==> config.mk <==
export PLATFORM = sky130hd
export DESIGN_NAME = crate_sum_packer
export DESIGN_NICKNAME = d
export VERILOG_FILES = /design/src/rtl/csp_pkg.sv /design/src/rtl/csp_slot_sum.sv /design/src/rtl/csp_frame_builder.sv /design/src/rtl/crate_sum_packer.sv
export SDC_FILE = /design/constraint.sdc
export NUM_CORES = 1
export LEC_CHECK = 0
export BUFFER_PORTS_ARGS = -buffer_cell sky130_fd_sc_hd__buf_2
export CAP_MARGIN = 20
export CORE_MARGIN = 2
export CORE_UTILIZATION = 35
export DETAILED_ROUTE_END_ITERATION = 16
export HOLD_SLACK_MARGIN = 0.05
export PLACE_DENSITY = 0.57
export SLEW_MARGIN = 20
export SYNTH_ARGS = -nofsm -noshare
export SYNTH_HDL_FRONTEND = slang
export SYNTH_SLANG_ARGS = --single-unit
==> constraint.sdc <==
create_clock -name clk -period 18.2 [get_ports clk]
set_input_delay 0.91 -clock clk [delete_from_list [all_inputs] [get_ports clk]]
set_output_delay 0.91 -clock clk [all_outputs]
set_load 0.01 [all_outputs]
==> src/rtl/csp_pkg.sv <==
package csp_pkg;

  localparam int CRC_W    = 16;
  localparam logic [CRC_W-1:0] CRC_POLY = 16'h1021;
  localparam logic [CRC_W-1:0] CRC_INIT = 16'hFFFF;
  localparam int CRC_MAXD = 64;

  // MSB-first CRC over the low nbits of data, starting at bit nbits-1
  function automatic logic [CRC_W-1:0] crc_msb_first(input logic [CRC_MAXD-1:0] data,
                                                     input int nbits);
    logic [CRC_W-1:0] c;
    logic             fb;
    c = CRC_INIT;
    for (int b = CRC_MAXD - 1; b >= 0; b--) begin
      if (b < nbits) begin
        fb = c[CRC_W-1] ^ data[b];
        c  = {c[CRC_W-2:0], 1'b0};
        if (fb) c = c ^ CRC_POLY;
      end
    end
    return c;
  endfunction

endpackage

==> src/rtl/csp_slot_sum.sv <==
module csp_slot_sum #(
  parameter int N_IN   = 16,
  parameter int SLOT_W = 16,
  parameter int SUM_W  = 20
) (
  input  logic                     clk,
  input  logic                     rst,
  input  logic [N_IN*SLOT_W-1:0]   vals,
  input  logic [N_IN-1:0]          enable,
  output logic [SUM_W-1:0]         total_q
);

  localparam int FULL_W = SLOT_W + $clog2(N_IN);

  logic [N_IN*SLOT_W-1:0] masked_q;
  logic [FULL_W-1:0]      raw_sum;
  logic [SUM_W-1:0]       clamped;

  // stage 1: masked operands
  always_ff @(posedge clk) begin
    if (rst) masked_q <= '0;
    else begin
      for (int i = 0; i < N_IN; i++)
        masked_q[i*SLOT_W +: SLOT_W] <= enable[i] ? vals[i*SLOT_W +: SLOT_W] : '0;
    end
  end

  always_comb begin
    raw_sum = '0;
    for (int i = 0; i < N_IN; i++)
      raw_sum = raw_sum + FULL_W'(masked_q[i*SLOT_W +: SLOT_W]);
  end

  generate
    if (FULL_W > SUM_W) begin : g_clamp
      always_comb begin
        if (raw_sum > FULL_W'({SUM_W{1'b1}})) clamped = '1;
        else                                  clamped = raw_sum[SUM_W-1:0];
      end
    end else begin : g_extend
      assign clamped = SUM_W'(raw_sum);
    end
  endgenerate

  // stage 2: clamped total
  always_ff @(posedge clk) begin
    if (rst) total_q <= '0;
    else     total_q <= clamped;
  end

endmodule

==> src/rtl/csp_frame_builder.sv <==
module csp_frame_builder
  import csp_pkg::*;
#(
  parameter int SUM_W = 20,
  parameter int TS_W  = 8
) (
  input  logic                                clk,
  input  logic                                rst,
  input  logic                                load,
  input  logic [SUM_W-1:0]                    early_sum,
  input  logic [SUM_W-1:0]                    late_sum,
  output logic                                frame_valid,
  output logic [CRC_W+TS_W+2*SUM_W-1:0]       frame
);

  localparam int PAY_W = TS_W + 2*SUM_W;

  logic [TS_W-1:0]  stamp_q;
  logic [PAY_W-1:0] payload;
  logic [CRC_W-1:0] check;

  assign payload = {stamp_q, late_sum, early_sum};
  assign check   = crc_msb_first(CRC_MAXD'(payload), PAY_W);

  always_ff @(posedge clk) begin
    if (rst) begin
      stamp_q     <= '0;
      frame_valid <= 1'b0;
      frame       <= '0;
    end else begin
      frame_valid <= load;
      if (load) begin
        frame   <= {check, payload};
        stamp_q <= stamp_q + 1'b1;
      end
    end
  end

endmodule

==> src/rtl/crate_sum_packer.sv <==
module crate_sum_packer #(
  parameter int N_IN   = 16,
  parameter int SLOT_W = 16,
  parameter int N_SLOT = 2,
  parameter int SUM_W  = 20,
  parameter int TS_W   = 8
) (
  input  logic                              clk,
  input  logic                              rst,
  input  logic                              in_valid,
  input  logic [N_IN-1:0]                   in_enable,
  input  logic [N_IN*N_SLOT*SLOT_W-1:0]     in_data,
  output logic                              out_valid,
  output logic [16+TS_W+2*SUM_W-1:0]        out_frame
);

  localparam int WORD_W = N_SLOT * SLOT_W;

  logic [N_SLOT*SUM_W-1:0] totals;
  logic [1:0]              vld_pipe;

  generate
    for (genvar s = 0; s < N_SLOT; s++) begin : g_slot
      logic [N_IN*SLOT_W-1:0] slot_vals;
      for (genvar i = 0; i < N_IN; i++) begin : g_pick
        assign slot_vals[i*SLOT_W +: SLOT_W] = in_data[i*WORD_W + s*SLOT_W +: SLOT_W];
      end
      csp_slot_sum #(
        .N_IN  (N_IN),
        .SLOT_W(SLOT_W),
        .SUM_W (SUM_W)
      ) u_sum (
        .clk    (clk),
        .rst    (rst),
        .vals   (slot_vals),
        .enable (in_enable),
        .total_q(totals[s*SUM_W +: SUM_W])
      );
    end
  endgenerate

  always_ff @(posedge clk) begin
    if (rst) vld_pipe <= '0;
    else     vld_pipe <= {vld_pipe[0], in_valid};
  end

  csp_frame_builder #(
    .SUM_W(SUM_W),
    .TS_W (TS_W)
  ) u_frame (
    .clk        (clk),
    .rst        (rst),
    .load       (vld_pipe[1]),
    .early_sum  (totals[0 +: SUM_W]),
    .late_sum   (totals[SUM_W +: SUM_W]),
    .frame_valid(out_valid),
    .frame      (out_frame)
  );

endmodule

Word level (Yosys, flattened, before mapping) --
Index checks and enable logic that the tools add are counted.
Storage, ports and cells: register bits after elaboration 627, input port bits 531, word-level logic and storage cells 243
Operators by class: $add $sub $neg 31, mux-type cells 48, bitwise gates (word level) 110, reductions and logical operators 16
Operators by type and width (number):
- $mux 13 | 48
- $add 20x16->20 | 28
- $not 3->3 | 47
- $xor 1x1->1 | 44
- $add 16x16->17 | 2
- $reduce_or 2->1 | 16
- $not 1->1 | 16
- $add 8x1->8 const B | 1
- $xor 1x1->1 const A | 3

Longest topological paths before layout --
Gate-level depths: netlist of run 1.
depth in word-level cells 95, gate-level depth with buffers 33

Cells and area by module --
A second synthesis of run 1 with hierarchy kept.
Second synthesis, totals: cells, all modules 2964, area, all modules 32738.9 sq um
Modules (own cells, without submodules):
- csp_slot_sum (g_slot[1].u_sum) | times used 1, cells an instance 1293, area each 14187.4 sq um, sequential area each 5525.3 sq um
- csp_slot_sum (g_slot[0].u_sum) | times used 1, cells an instance 1286, area each 14117.3 sq um, sequential area each 5525.3 sq um
- csp_frame_builder | times used 1, cells an instance 381, area each 4381.7 sq um, sequential area each 1461.4 sq um
- crate_sum_packer | times used 1, cells an instance 4, area each 52.6 sq um, sequential area each 40.0 sq um

Worst setup path before layout of run 1 --
OpenSTA, ideal clock, no wires.
kind flip-flop to flip-flop, from register g_slot[0].u_sum.masked_q[0], to register g_slot[0].u_sum.total_q[19], setup time 0.128 ns, arrival time 6.617 ns, required time 18.072 ns, slack 11.455 ns, stages on the path, launching flop included 31, clock period less this slack 6.745 ns, cell sequence dfxtp_1 -> ha_1 -> fa_1 -> a21o_1 -> a21oi_1 -> o21bai_1 -> a21oi_1 -> o21bai_1 -> a21oi_1 -> o21bai_1 -> a21oi_1 -> o21bai_1 -> a21oi_1 -> o21ai_0 -> xnor2_1 -> fa_1 -> fa_1 -> inv_1 -> fa_1 -> fa_1 -> inv_1 -> fa_1 -> fa_1 -> ha_1 -> a21oi_1 -> nor2_1 -> a21oi_1 -> o311ai_0 -> a21oi_1 -> xor2_1 -> nor2_1
Between the ends: word-level cells in the longest chain between the ends 15
Ends and longest elaborated chain:
- from (decl) | line csp_slot_sum.sv:15 | logic [N_IN*SLOT_W-1:0] masked_q;
- from (signal, indexed assignment) | line csp_slot_sum.sv:24 | masked_q[i*SLOT_W +: SLOT_W] <= enable[i] ? vals[i*SLOT_W +: SLOT_W] : '0;
- $add 16x16->17 | line csp_slot_sum.sv:31 | raw_sum = raw_sum + FULL_W'(masked_q[i*SLOT_W +: SLOT_W]);
- $add 20x16->20 (14 in series) | line csp_slot_sum.sv:31
- to (signal assigned) | line csp_slot_sum.sv:48 | else total_q <= clamped;
- to (decl) | line csp_slot_sum.sv:10 | output logic [SUM_W-1:0] total_q
Every way passes these cells. A chain may end at the register's enable or synchronous reset.

Final worst setup path of run 1 --
from register g_slot[1].u_sum.masked_q[0], to register g_slot[1].u_sum.total_q[19]
Between the ends: word-level cells in the longest chain between the ends 15
Ends and longest elaborated chain (line):
- from (decl) | csp_slot_sum.sv:15
- from (signal, indexed assignment) | csp_slot_sum.sv:24
- $add 16x16->17 | csp_slot_sum.sv:31
- $add 20x16->20 (14 in series) | csp_slot_sum.sv:31
- to (signal assigned) | csp_slot_sum.sv:48
- to (decl) | csp_slot_sum.sv:10
Every way passes these cells.

==> flow_metrics.env, run 1 <==
export IMPL_total_power_mw=7.880
export IMPL_slew_violations=0
export IMPL_rows=110
export IMPL_fillCellCount=8677
export IMPL_gp_congestion=0.8518
export IMPL_critPathMostFrequentCell="fa_1"
export IMPL_critical_path_buf_inv_count=4
export IMPL_tns_ps=0
export IMPL_hpwl_um=76490
export IMPL_post_cts_buffers=0
export IMPL_syn_area_per_cell_um2=11.12
export IMPL_path_class="register to register"
export IMPL_synthArstFlopShare=0
export IMPL_synthTopCellsByCount="dfxtp_1 (627), inv_1 (547), and2_1 (512)"
export IMPL_first_pass_iters=5
export IMPL_maxCapViolCount=0
export IMPL_cp_top_family="adder cells"
export IMPL_seqCellArea_mm2=0.01256
export IMPL_cp_startpoint="g_slot[1].u_sum.masked_q[0]"
export IMPL_ios=596
export IMPL_start_util=0.3517
export IMPL_synth_ff_type="dfxtp_1"
export IMPL_die_w_um=304.1
export IMPL_tightest_slew_ps=1125
export IMPL_seq_area_frac_synth=0.3983
export IMPL_htreeDepth=3
export IMPL_drive_gt1_frac=0.2201
export IMPL_synth_top_area_cell="dfxtp_1"
export IMPL_fin_skew_ps=23.51
export IMPL_place_ws_ps=10810
export IMPL_met3_length_um=6117
export IMPL_critical_path_arrival_ps=7970
export IMPL_synth_seq_cells=627
export IMPL_finalSetupViolations=0
export IMPL_ir_worst_vdd_mv=0.5941
export IMPL_post_drt_wl_per_cell_um=20.15
export IMPL_grt_pass1_wl_um=137200
export IMPL_hold_viol=0
export IMPL_power_density_mw_per_mm2=204.9
export IMPL_multi_input_area_mm2=0.01670
export IMPL_synth_area_leaders="dfxtp_1 (40%), fa_1 (26%), and2_1 (10%)"
export IMPL_ys_warn_count=0
export IMPL_grt_overflow=0
export IMPL_clk_pin_slew_ps=60
export IMPL_cts_root_buf="clkbuf_16"
export IMPL_synth_edf_count=0
export IMPL_worst_path_max_fanout=3
export IMPL_dieArea_mm2=0.09245
export IMPL_fmaxAchievable_ghz=0.1334
export IMPL_cp_slowest_stage_delay_ps=610
export IMPL_fp_dieH_um=304.1
export IMPL_slew_headroom=0.2500
export IMPL_num_vias=20010
export IMPL_routed_wl_um=94350
export IMPL_hp_class="register to register"
export IMPL_rsz0062_at_grt="false"
export IMPL_drt_iter0_markers=864
export IMPL_cts_buffers=74
export IMPL_tritoncts="built"
export IMPL_crit_path_start_kind="register"
export IMPL_final_net_count=4475
export IMPL_vias_per_cell=4.273
export IMPL_outcome="finished clean"
export IMPL_syn_cell_area_mm2=0.03151
export IMPL_dr_max_layer_used="met5"
export IMPL_clk_latency_ps=620
export IMPL_fin_crit_ps=7496
export IMPL_synthesis_nets=3865
export IMPL_core_mm2=0.08960
export IMPL_routedLengthMet1_um=36830
export IMPL_p_leak_nw=18.17
export IMPL_drc=0
export IMPL_crit_required_ps=18680
export IMPL_clockBufferDepth=3
export IMPL_cts_hold_buf=0
export IMPL_syn_inst=2833
export IMPL_drtAntennaViolNets=0
export IMPL_period_share=0.4119
export IMPL_io_buffers=595
export IMPL_cts_resized_gates=0
export IMPL_yosysMostFrequentCell="dfxtp_1"
export IMPL_cts_sinks=627
export IMPL_area_growth_pct=22.05
export IMPL_grt_max_degree=78
export IMPL_antenna_found_initial=35
export IMPL_fin_ws_ps=10700
export IMPL_critPathCaptureType="register"
export IMPL_slowest_stage="fa_1"
export IMPL_grtUsageTotal=0.2058
export IMPL_ys_types=38
export IMPL_synth_top_area_share=0.3983
export IMPL_grt_pass1_vias=21740
export IMPL_wl_met2_um=48260
export IMPL_stdcell_area_mm2=0.03846
export IMPL_r2r_start="g_slot[1].u_sum.masked_q[0]"
export IMPL_hp_start="vld_pipe[0]"
export IMPL_post_dp_cell_area_mm2=0.03586
routing by layer:
metal | up-vias | track usage
li1 | 9549 | -
met1 | 9624 | 0.2398
met2 | 653 | 0.3707
met3 | 164 | 0.05021
met4 | 20 | 0.06433
met5 | - | 0
cell type report:
| cell class | instances | area share |
|---|---|---|
| Multi-Input combinational cell | 1583 | 0.4341 |
| Sequential cell | 627 | 0.3264 |
| Timing Repair Buffer | 610 | 0.08074 |
| Clock buffer | 104 | 0.05716 |
| Inverter | 547 | 0.05338 |
| Tap cell | 1176 | 0.03826 |
| Clock inverter | 23 | 0.009044 |
| Antenna cell | 13 | 0.0008458 |
cell usage in the layout (no fill, tap or decap), types with 15 or more instances in the layout:
cell type,Yosys,final
dfxtp_1,627,626
buf_2,2,594
inv_1,547,547
and2_1,512,512
fa_1,412,412
nor2_1,117,117
xnor2_1,115,115
ha_1,89,89
clkbuf_16,0,77
mux2i_1,54,54
xor2_1,45,45
a21oi_1,43,43
o21ai_0,35,35
xnor2_2,20,20
nand2_1,19,19
clkbuf_8,0,17
buf_4,2,15
report_power, final:
group          internal [mW]  switching, mW  leakage, nW
registers               1.49         0.0816         5.15
logic                   2.24           2.51         11.8
clock network          0.954          0.604         1.24
final timing paths:
| kind | to | slack (ps) | cells past startpoint |
|---|---|---|---|
| max | g_slot[1].u_sum.total_q[19] | 10700 | 31 |
| min | vld_pipe[1] | 440 | 1 |
| max reg2reg | g_slot[1].u_sum.total_q[19] | 10700 | 31 |
| min reg2reg | vld_pipe[1] | 440 | 1 |
state kept, by name, summed over array words and instances, names as in the netlist:
register	flops
g_slot.u_sum.masked_q	512
g_slot.u_sum.total_q	40
u_frame.frame	64
u_frame.frame_valid	1
u_frame.stamp_q	8
vld_pipe	2
stage by stage:
step           cells  hold WS, ps  utilization
2_1_floorplan   2833        413.8            -
3_3_place_gp    4542        421.7       0.4003
3_5_place_dp    4542        430.6       0.4003
4_1_cts         4669        439.1       0.4287
5_1_grt         4673        455.2       0.4290
6_report        4683        436.2       0.4293
logic make-up (layout without fill, tap and decap cells):
family | count (synthesis) | in the layout | synth area share
AOI/OAI and AO/OA | 136 | 136 | 0.02593
xor gates and xnor gates | 185 | 185 | 0.05757
adders and majority gates | 501 | 501 | 0.2971
buffers and inverters | 623 | 1284 | 0.07500
DFF | 627 | 627 | 0.3983
muxes | 54 | 54 | 0.01715
other | 0 | 13 | 0
and+or+nand+nor | 707 | 707 | 0.1290
worst reg2reg max path, delay by kind of cell (launching register included):
family	cells	cell delay (ps)
compound gates	12	1960
xor+xnor	2	330
fa+ha+maj	9	3860
buf+inv	4	250
flops	1	310
simple gates	4	650
(Power assumes the default switching activity.)
==> inputs of run 2 (changes only) <==
Settings changed: ABC_AREA from default to 1, PLACE_DENSITY 0.57 to 0.56.
Clock period 18.2 ns to 6.9 ns, I/O delays scaled along.
==> run 2 against run 1 <==
Effect of this change: die area grew 6.5%; highest routed layer unchanged; clock power grew to 2.6 times the previous value; largest cell class unchanged; via count rose by 39%; critical endpoint is now g_slot[0].u_sum.total_q[19].
==> flow_metrics.env, run 2 <==
export IMPL_outcome="finished clean"
export IMPL_crit_required_ps=7460
export IMPL_drive_gt1_frac=0.1936
export IMPL_syn_inst=3861
export IMPL_synthesis_nets=4893
export IMPL_place_ws_ps=-81.38
export IMPL_slew_headroom=0.2112
export IMPL_p_leak_nw=24.27
export IMPL_yosysMostFrequentCell="inv_1"
export IMPL_dieArea_mm2=0.09846
export IMPL_synth_area_leaders="dfxtp_1 (37%), fa_1 (25%), inv_1 (13%)"
export IMPL_clk_latency_ps=640
export IMPL_largest_register="g_slot.u_sum.masked_q"
export IMPL_clk_pin_slew_ps=60
export IMPL_post_drt_wl_per_cell_um=18.55
export IMPL_num_vias=27720
export IMPL_synth_top_area_cell="dfxtp_1"
export IMPL_synth_seq_cells=627
export IMPL_critPathCaptureType="register"
export IMPL_period_share=0.9796
export IMPL_critical_path_buf_inv_count=4
export IMPL_dp_cells=5680
export IMPL_stdcell_area_mm2=0.04630
export IMPL_rows=113
export IMPL_die_w_um=313.8
export IMPL_post_dp_cell_area_mm2=0.03816
export IMPL_fin_ws_ps=140.8
export IMPL_synth_edf_count=0
export IMPL_crit_cells=34
export IMPL_fin_crit_ps=6759
export IMPL_layout_common_cells="inv_1 (1175), nor2_1 (631), dfxtp_1 (620)"
export IMPL_cts_root_buf="clkbuf_16"
export IMPL_final_net_count=6050
export IMPL_fmaxAchievable_ghz=0.1479
export IMPL_slew_violations=0
export IMPL_routed_wl_um=117700
export IMPL_grt_pass1_vias=30180
export IMPL_final_common_cell="inv_1"
export IMPL_vias_per_cell=4.371
export IMPL_worstHoldPathCells=3
export IMPL_fp_dieH_um=313.8
export IMPL_cts_sinks=627
export IMPL_slowest_stage="fa_1"
export IMPL_grt_pass1_wl_um=174800
export IMPL_finalSetupViolations=0
export IMPL_clockBufferDepth=3
export IMPL_total_power_mw=19.41
export IMPL_rsz0062_at_grt="true"
export IMPL_ir_worst_vdd_mv=0.3763
export IMPL_htreeDepth=3
export IMPL_fin_util=0.4873
export IMPL_core_mm2=0.09501
export IMPL_maxCapViolCount=0
export IMPL_reg_top3="g_slot.u_sum.masked_q: 512 flops, u_frame.frame: 64 flops, g_slot.u_sum.total_q: 40 flops"
export IMPL_cts_buffers=74
export IMPL_area_growth_pct=37.84
export IMPL_syn_cell_area_mm2=0.03359
export IMPL_drtAntennaViolNets=0
export IMPL_tritoncts="built"
export IMPL_worst_path_max_fanout=3
export IMPL_power_density_mw_per_mm2=419.2
export IMPL_synth_top_area_share=0.3737
export IMPL_ys_types=40
export IMPL_grt_max_degree=77
export IMPL_hpwl_um=86790
export IMPL_worstRegToRegCells=34
export IMPL_tns_ps=0
export IMPL_holdWs_ps=293.3
export IMPL_path_class="register to register"
export IMPL_fin_skew_ps=41.07
export IMPL_cp_top_family="adder cells"
export IMPL_io_buffers=595
export IMPL_largest_register_ffs=512
export IMPL_synth_ff_type="dfxtp_1"
export IMPL_tightest_slew_ps=1183
export IMPL_layout_cells_non_filler=6343
export IMPL_start_util=0.3535
export IMPL_synthTopCellsByCount="inv_1 (1181), nor2_1 (634), dfxtp_1 (627)"
export IMPL_antenna_found_initial=13
export IMPL_ios=596
export IMPL_first_pass_iters=5
export IMPL_ys_warn_count=0
export IMPL_grtUsageTotal=0.2392
export IMPL_syn_area_per_cell_um2=8.699
export IMPL_cp_slowest_stage_delay_ps=580
export IMPL_drc=0
export IMPL_hold_viol=0
export IMPL_synthArstFlopShare=0
export IMPL_drt_iter0_markers=1412
export IMPL_grt_overflow=0
export IMPL_critical_path_arrival_ps=7310
export IMPL_hp_class="input pin to register"
export IMPL_crit_path_start_kind="register"
export IMPL_critPathMostFrequentCell="fa_1"
export IMPL_gp_congestion=0.8969
export IMPL_seq_area_frac_synth=0.3737
==> run 2: power breakdown <==
part / internal [mW] / total, mW / switching [mW]
clock: 2.42 / 4.02 / 1.61
combinational: 4.39 / 11.3 / 6.88
sequential: 3.91 / 4.11 / 0.202
total: 10.7 / 19.4 / 8.68
==> run 2: area by class of cell <==
| cell class | instances | area [um2] |
|---|---|---|
| Timing Repair Buffer | 1160 | 8503 |
| Clock inverter | 23 | 326.6 |
| Inverter | 1197 | 4499 |
| Sequential cell | 627 | 12560 |
| Fill cell | 8787 | 48710 |
| Antenna cell | 6 | 15.01 |
| Tap cell | 1265 | 1583 |
| Multi-Input combinational cell | 1958 | 16670 |
| Clock buffer | 107 | 2138 |
==> run 2: routing by layer <==
layer | vias to the layer above | track usage | wire length [um]
li1 | 13250 | - | -
met1 | 13240 | 0.2820 | 47290
met2 | 918 | 0.4189 | 58620
met3 | 316 | 0.03952 | 5565
met4 | 6 | 0.1231 | 6181
met5 | - | 0 | 36
==> run 2: cells by family (layout without fill, tap and decap cells) <==
family          count (synthesis)  in the layout  share of synthesized area
buf+inv                      1276           2487                     0.1433
simple gates                 1149           1149                     0.1494
flops                         627            627                     0.3737
fa+ha+maj                     501            501                     0.2787
compound gates                252            252                    0.04001
xor+xnor                       56             56                    0.01483
other cells                     0              6                          0
==> run 2: what timing repair did <==
item / CTS / global route
hold endpoints to repair: 513 / 0
gates resized for setup: 8 / 89
hold buffers: 513 / 0
pin swaps: 9 / 45
endpoints found under the setup margin: 3 / 15
buffers inserted: 2 / 12
==> run 2: tightest hold or removal path, stage by stage <==
cell and delay, ps:
buf_2 100, buf_4 280, nor2_1 150
==> run 2: path summary, 6_finish.rpt <==
path / startpoint / slack [ps] / to
min reg2reg: vld_pipe[0] / 400 / vld_pipe[1]
min: rst / 290 / g_slot[0].u_sum.total_q[0]
max reg2reg: g_slot[0].u_sum.masked_q[16] / 140 / g_slot[0].u_sum.total_q[19]
max: g_slot[0].u_sum.masked_q[16] / 140 / g_slot[0].u_sum.total_q[19]
==> inputs of run 3 (changes only) <==
Clock period 6.9 ns to 6.8 ns, I/O delays scaled along.
==> run 3 against run 2 <==
Effect of this change: via count up 0.26%; critical path depth up 1; cell area up 0.41%; utilization up 0.20 points; die area unchanged; register-to-register slack worse by 60 ps; fmax up 0.61%; sequential cell count unchanged; global-route usage down 0.052 points; power up 3.7%; hold slack worse by 180 ps; sequential power up 1%; critical path type unchanged.
==> flow_metrics.env, run 3 (synthesis results as in run 2) <==
export IMPL_fp_dieH_um=313.8
export IMPL_cts_root_buf="clkbuf_16"
export IMPL_seq_power_share=0.207
export IMPL_outcome="finished clean"
export IMPL_first_pass_iters=5
export IMPL_fmaxAchievable_ghz=0.1489
export IMPL_clk_pin_slew_ps=60
export IMPL_final_common_cell="inv_1"
export IMPL_io_buffers=595
export IMPL_drt_iter0_markers=1441
export IMPL_tns_ps=0
export IMPL_clkPwrFrac=0.195
export IMPL_dp_cells=5709
export IMPL_clk_latency_ps=630
export IMPL_hp_class="input pin to register"
export IMPL_grt_overflow=0
export IMPL_crit_required_ps=7310
export IMPL_multi_input_area_mm2=0.01673
export IMPL_p_sw_frac=0.4452
export IMPL_maxCapViolCount=0
export IMPL_layout_common_cells="inv_1 (1176), nor2_1 (631), dfxtp_1 (622)"
export IMPL_place_ws_ps=-115.0
export IMPL_tightest_slew_ps=1176
export IMPL_hpwl_um=86880
export IMPL_ir_worst_vdd_mv=0.3838
export IMPL_drive_gt1_frac=0.1985
export IMPL_fin_skew_ps=38.56
export IMPL_seqCellArea_mm2=0.01256
export IMPL_largest_register="g_slot.u_sum.masked_q"
export IMPL_fin_ws_ps=81.94
export IMPL_critical_path_arrival_ps=7230
export IMPL_ios=596
export IMPL_total_power_mw=20.13
export IMPL_grtUsageTotal=0.2387
export IMPL_antenna_found_initial=8
export IMPL_grt_pass1_vias=30430
export IMPL_slowest_stage="fa_1"
export IMPL_p_switching_mw=8.962
export IMPL_cp_slowest_stage_delay_ps=510
export IMPL_tritoncts="built"
export IMPL_slew_violations=0
export IMPL_post_drt_wl_per_cell_um=18.37
export IMPL_largest_register_ffs=512
export IMPL_worst_path_max_fanout=4
export IMPL_cts_buffers=73
export IMPL_clockBufferDepth=3
export IMPL_routed_wl_um=116900
export IMPL_finalSetupViolations=0
export IMPL_fin_util=0.4893
export IMPL_num_vias=27800
export IMPL_hold_viol=0
export IMPL_start_util=0.3535
export IMPL_crit_path_start_kind="register"
export IMPL_cts_sinks=627
export IMPL_internal_power_mw=11.17
export IMPL_reg_top3="g_slot.u_sum.masked_q: 512 flops, u_frame.frame: 64 flops, g_slot.u_sum.total_q: 40 flops"
export IMPL_path_class="register to register"
export IMPL_core_mm2=0.09501
export IMPL_fin_crit_ps=6718
export IMPL_fillCellCount=8794
export IMPL_rows=113
export IMPL_final_net_count=6073
export IMPL_critPathCaptureType="register"
export IMPL_combinationalPowerShare=0.597
export IMPL_power_density_mw_per_mm2=433.1
export IMPL_area_growth_pct=38.40
export IMPL_p_leak_nw=24.37
export IMPL_drtAntennaViolNets=0
export IMPL_dieArea_mm2=0.09846
export IMPL_slew_headroom=0.2133
export IMPL_gp_congestion=0.9109
export IMPL_period_share=0.9879
export IMPL_rsz0062_at_grt="true"
export IMPL_layout_cells_non_filler=6365
export IMPL_vias_per_cell=4.367
export IMPL_grt_pass1_wl_um=174500
export IMPL_die_w_um=313.8
export IMPL_grt_max_degree=78
export IMPL_htreeDepth=3
export IMPL_drc=0
## run 3: changes by cell type in the layout (fill, tap and decap cells not counted), sizes merged
cell / change
buf: +25
clkinvlp: +5
bufinv: -4
clkbuf: -4
clkinv: +3
diode: -3
dlygate4sd3: -1
inv: +1
## run 3: worst paths after layout
check / startpoint / endpoint / cells past startpoint / slack (ps)
max reg2reg: g_slot[1].u_sum.masked_q[0] / g_slot[1].u_sum.total_q[17] / 35 / 80
min reg2reg: vld_pipe[0] / vld_pipe[1] / 2 / 400
min: in_data[10] / g_slot[0].u_sum.masked_q[10] / 3 / 110
max: g_slot[1].u_sum.masked_q[0] / g_slot[1].u_sum.total_q[17] / 35 / 80
## run 3: final cells by class
| class | count | share of cell area |
|---|---|---|
| well taps | 1265 | 0.03405 |
| clock inverters | 28 | 0.006729 |
| flip-flops and latches | 627 | 0.2702 |
| multi-input cells | 1958 | 0.3598 |
| inverters | 1197 | 0.09679 |
| diodes | 3 | 0.0001615 |
| clock buffers | 103 | 0.04544 |
| repair buffers | 1184 | 0.1868 |
## run 3: per-layer routing
layer | GRT usage | wire length (um)
met2 | 0.4143 | 57250
met3 | 0.03562 | 5455
met1 | 0.2824 | 47020
met4 | 0.1345 | 7173
met5 | 0 | 49
## run 3: critical path: cells and delay by family, from the launching register on
kind            cells  cell delay, ps
fa+ha+maj           9            3650
compound gates      9            1240
buf+inv             9             740
simple gates        7             500
flops               1             350
xor+xnor            1             100
## run 3: through the flow
| stage | instance area (um2) | hold slack (ps) |
|---|---|---|
| after detailed placement | 38380 | 396.8 |
| after global routing | 46480 | 92.21 |
| after floorplan | 33590 | 388.3 |
| after global placement | 38380 | 398.5 |
| after CTS | 45940 | 90.14 |
| final | 46480 | 110.4 |
## run 3: power groups by stage
stage               clock (mW)  combinational, mW  sequential [mW]
floorplan                    0               7.56             4.18
global placement             0               10.8             4.25
detailed placement           0               11.0             4.25
CTS                       4.02               11.2             4.17
global route              4.16               13.6             4.20
finish                    3.93               12.0             4.17
## run 3: what timing repair did
action,CTS,global route
pin swaps,0,34
setup buffers,0,10
hold endpoints to repair,512,0
resized for setup,5,95
endpoints found under the setup margin,5,16
hold buffers,512,0
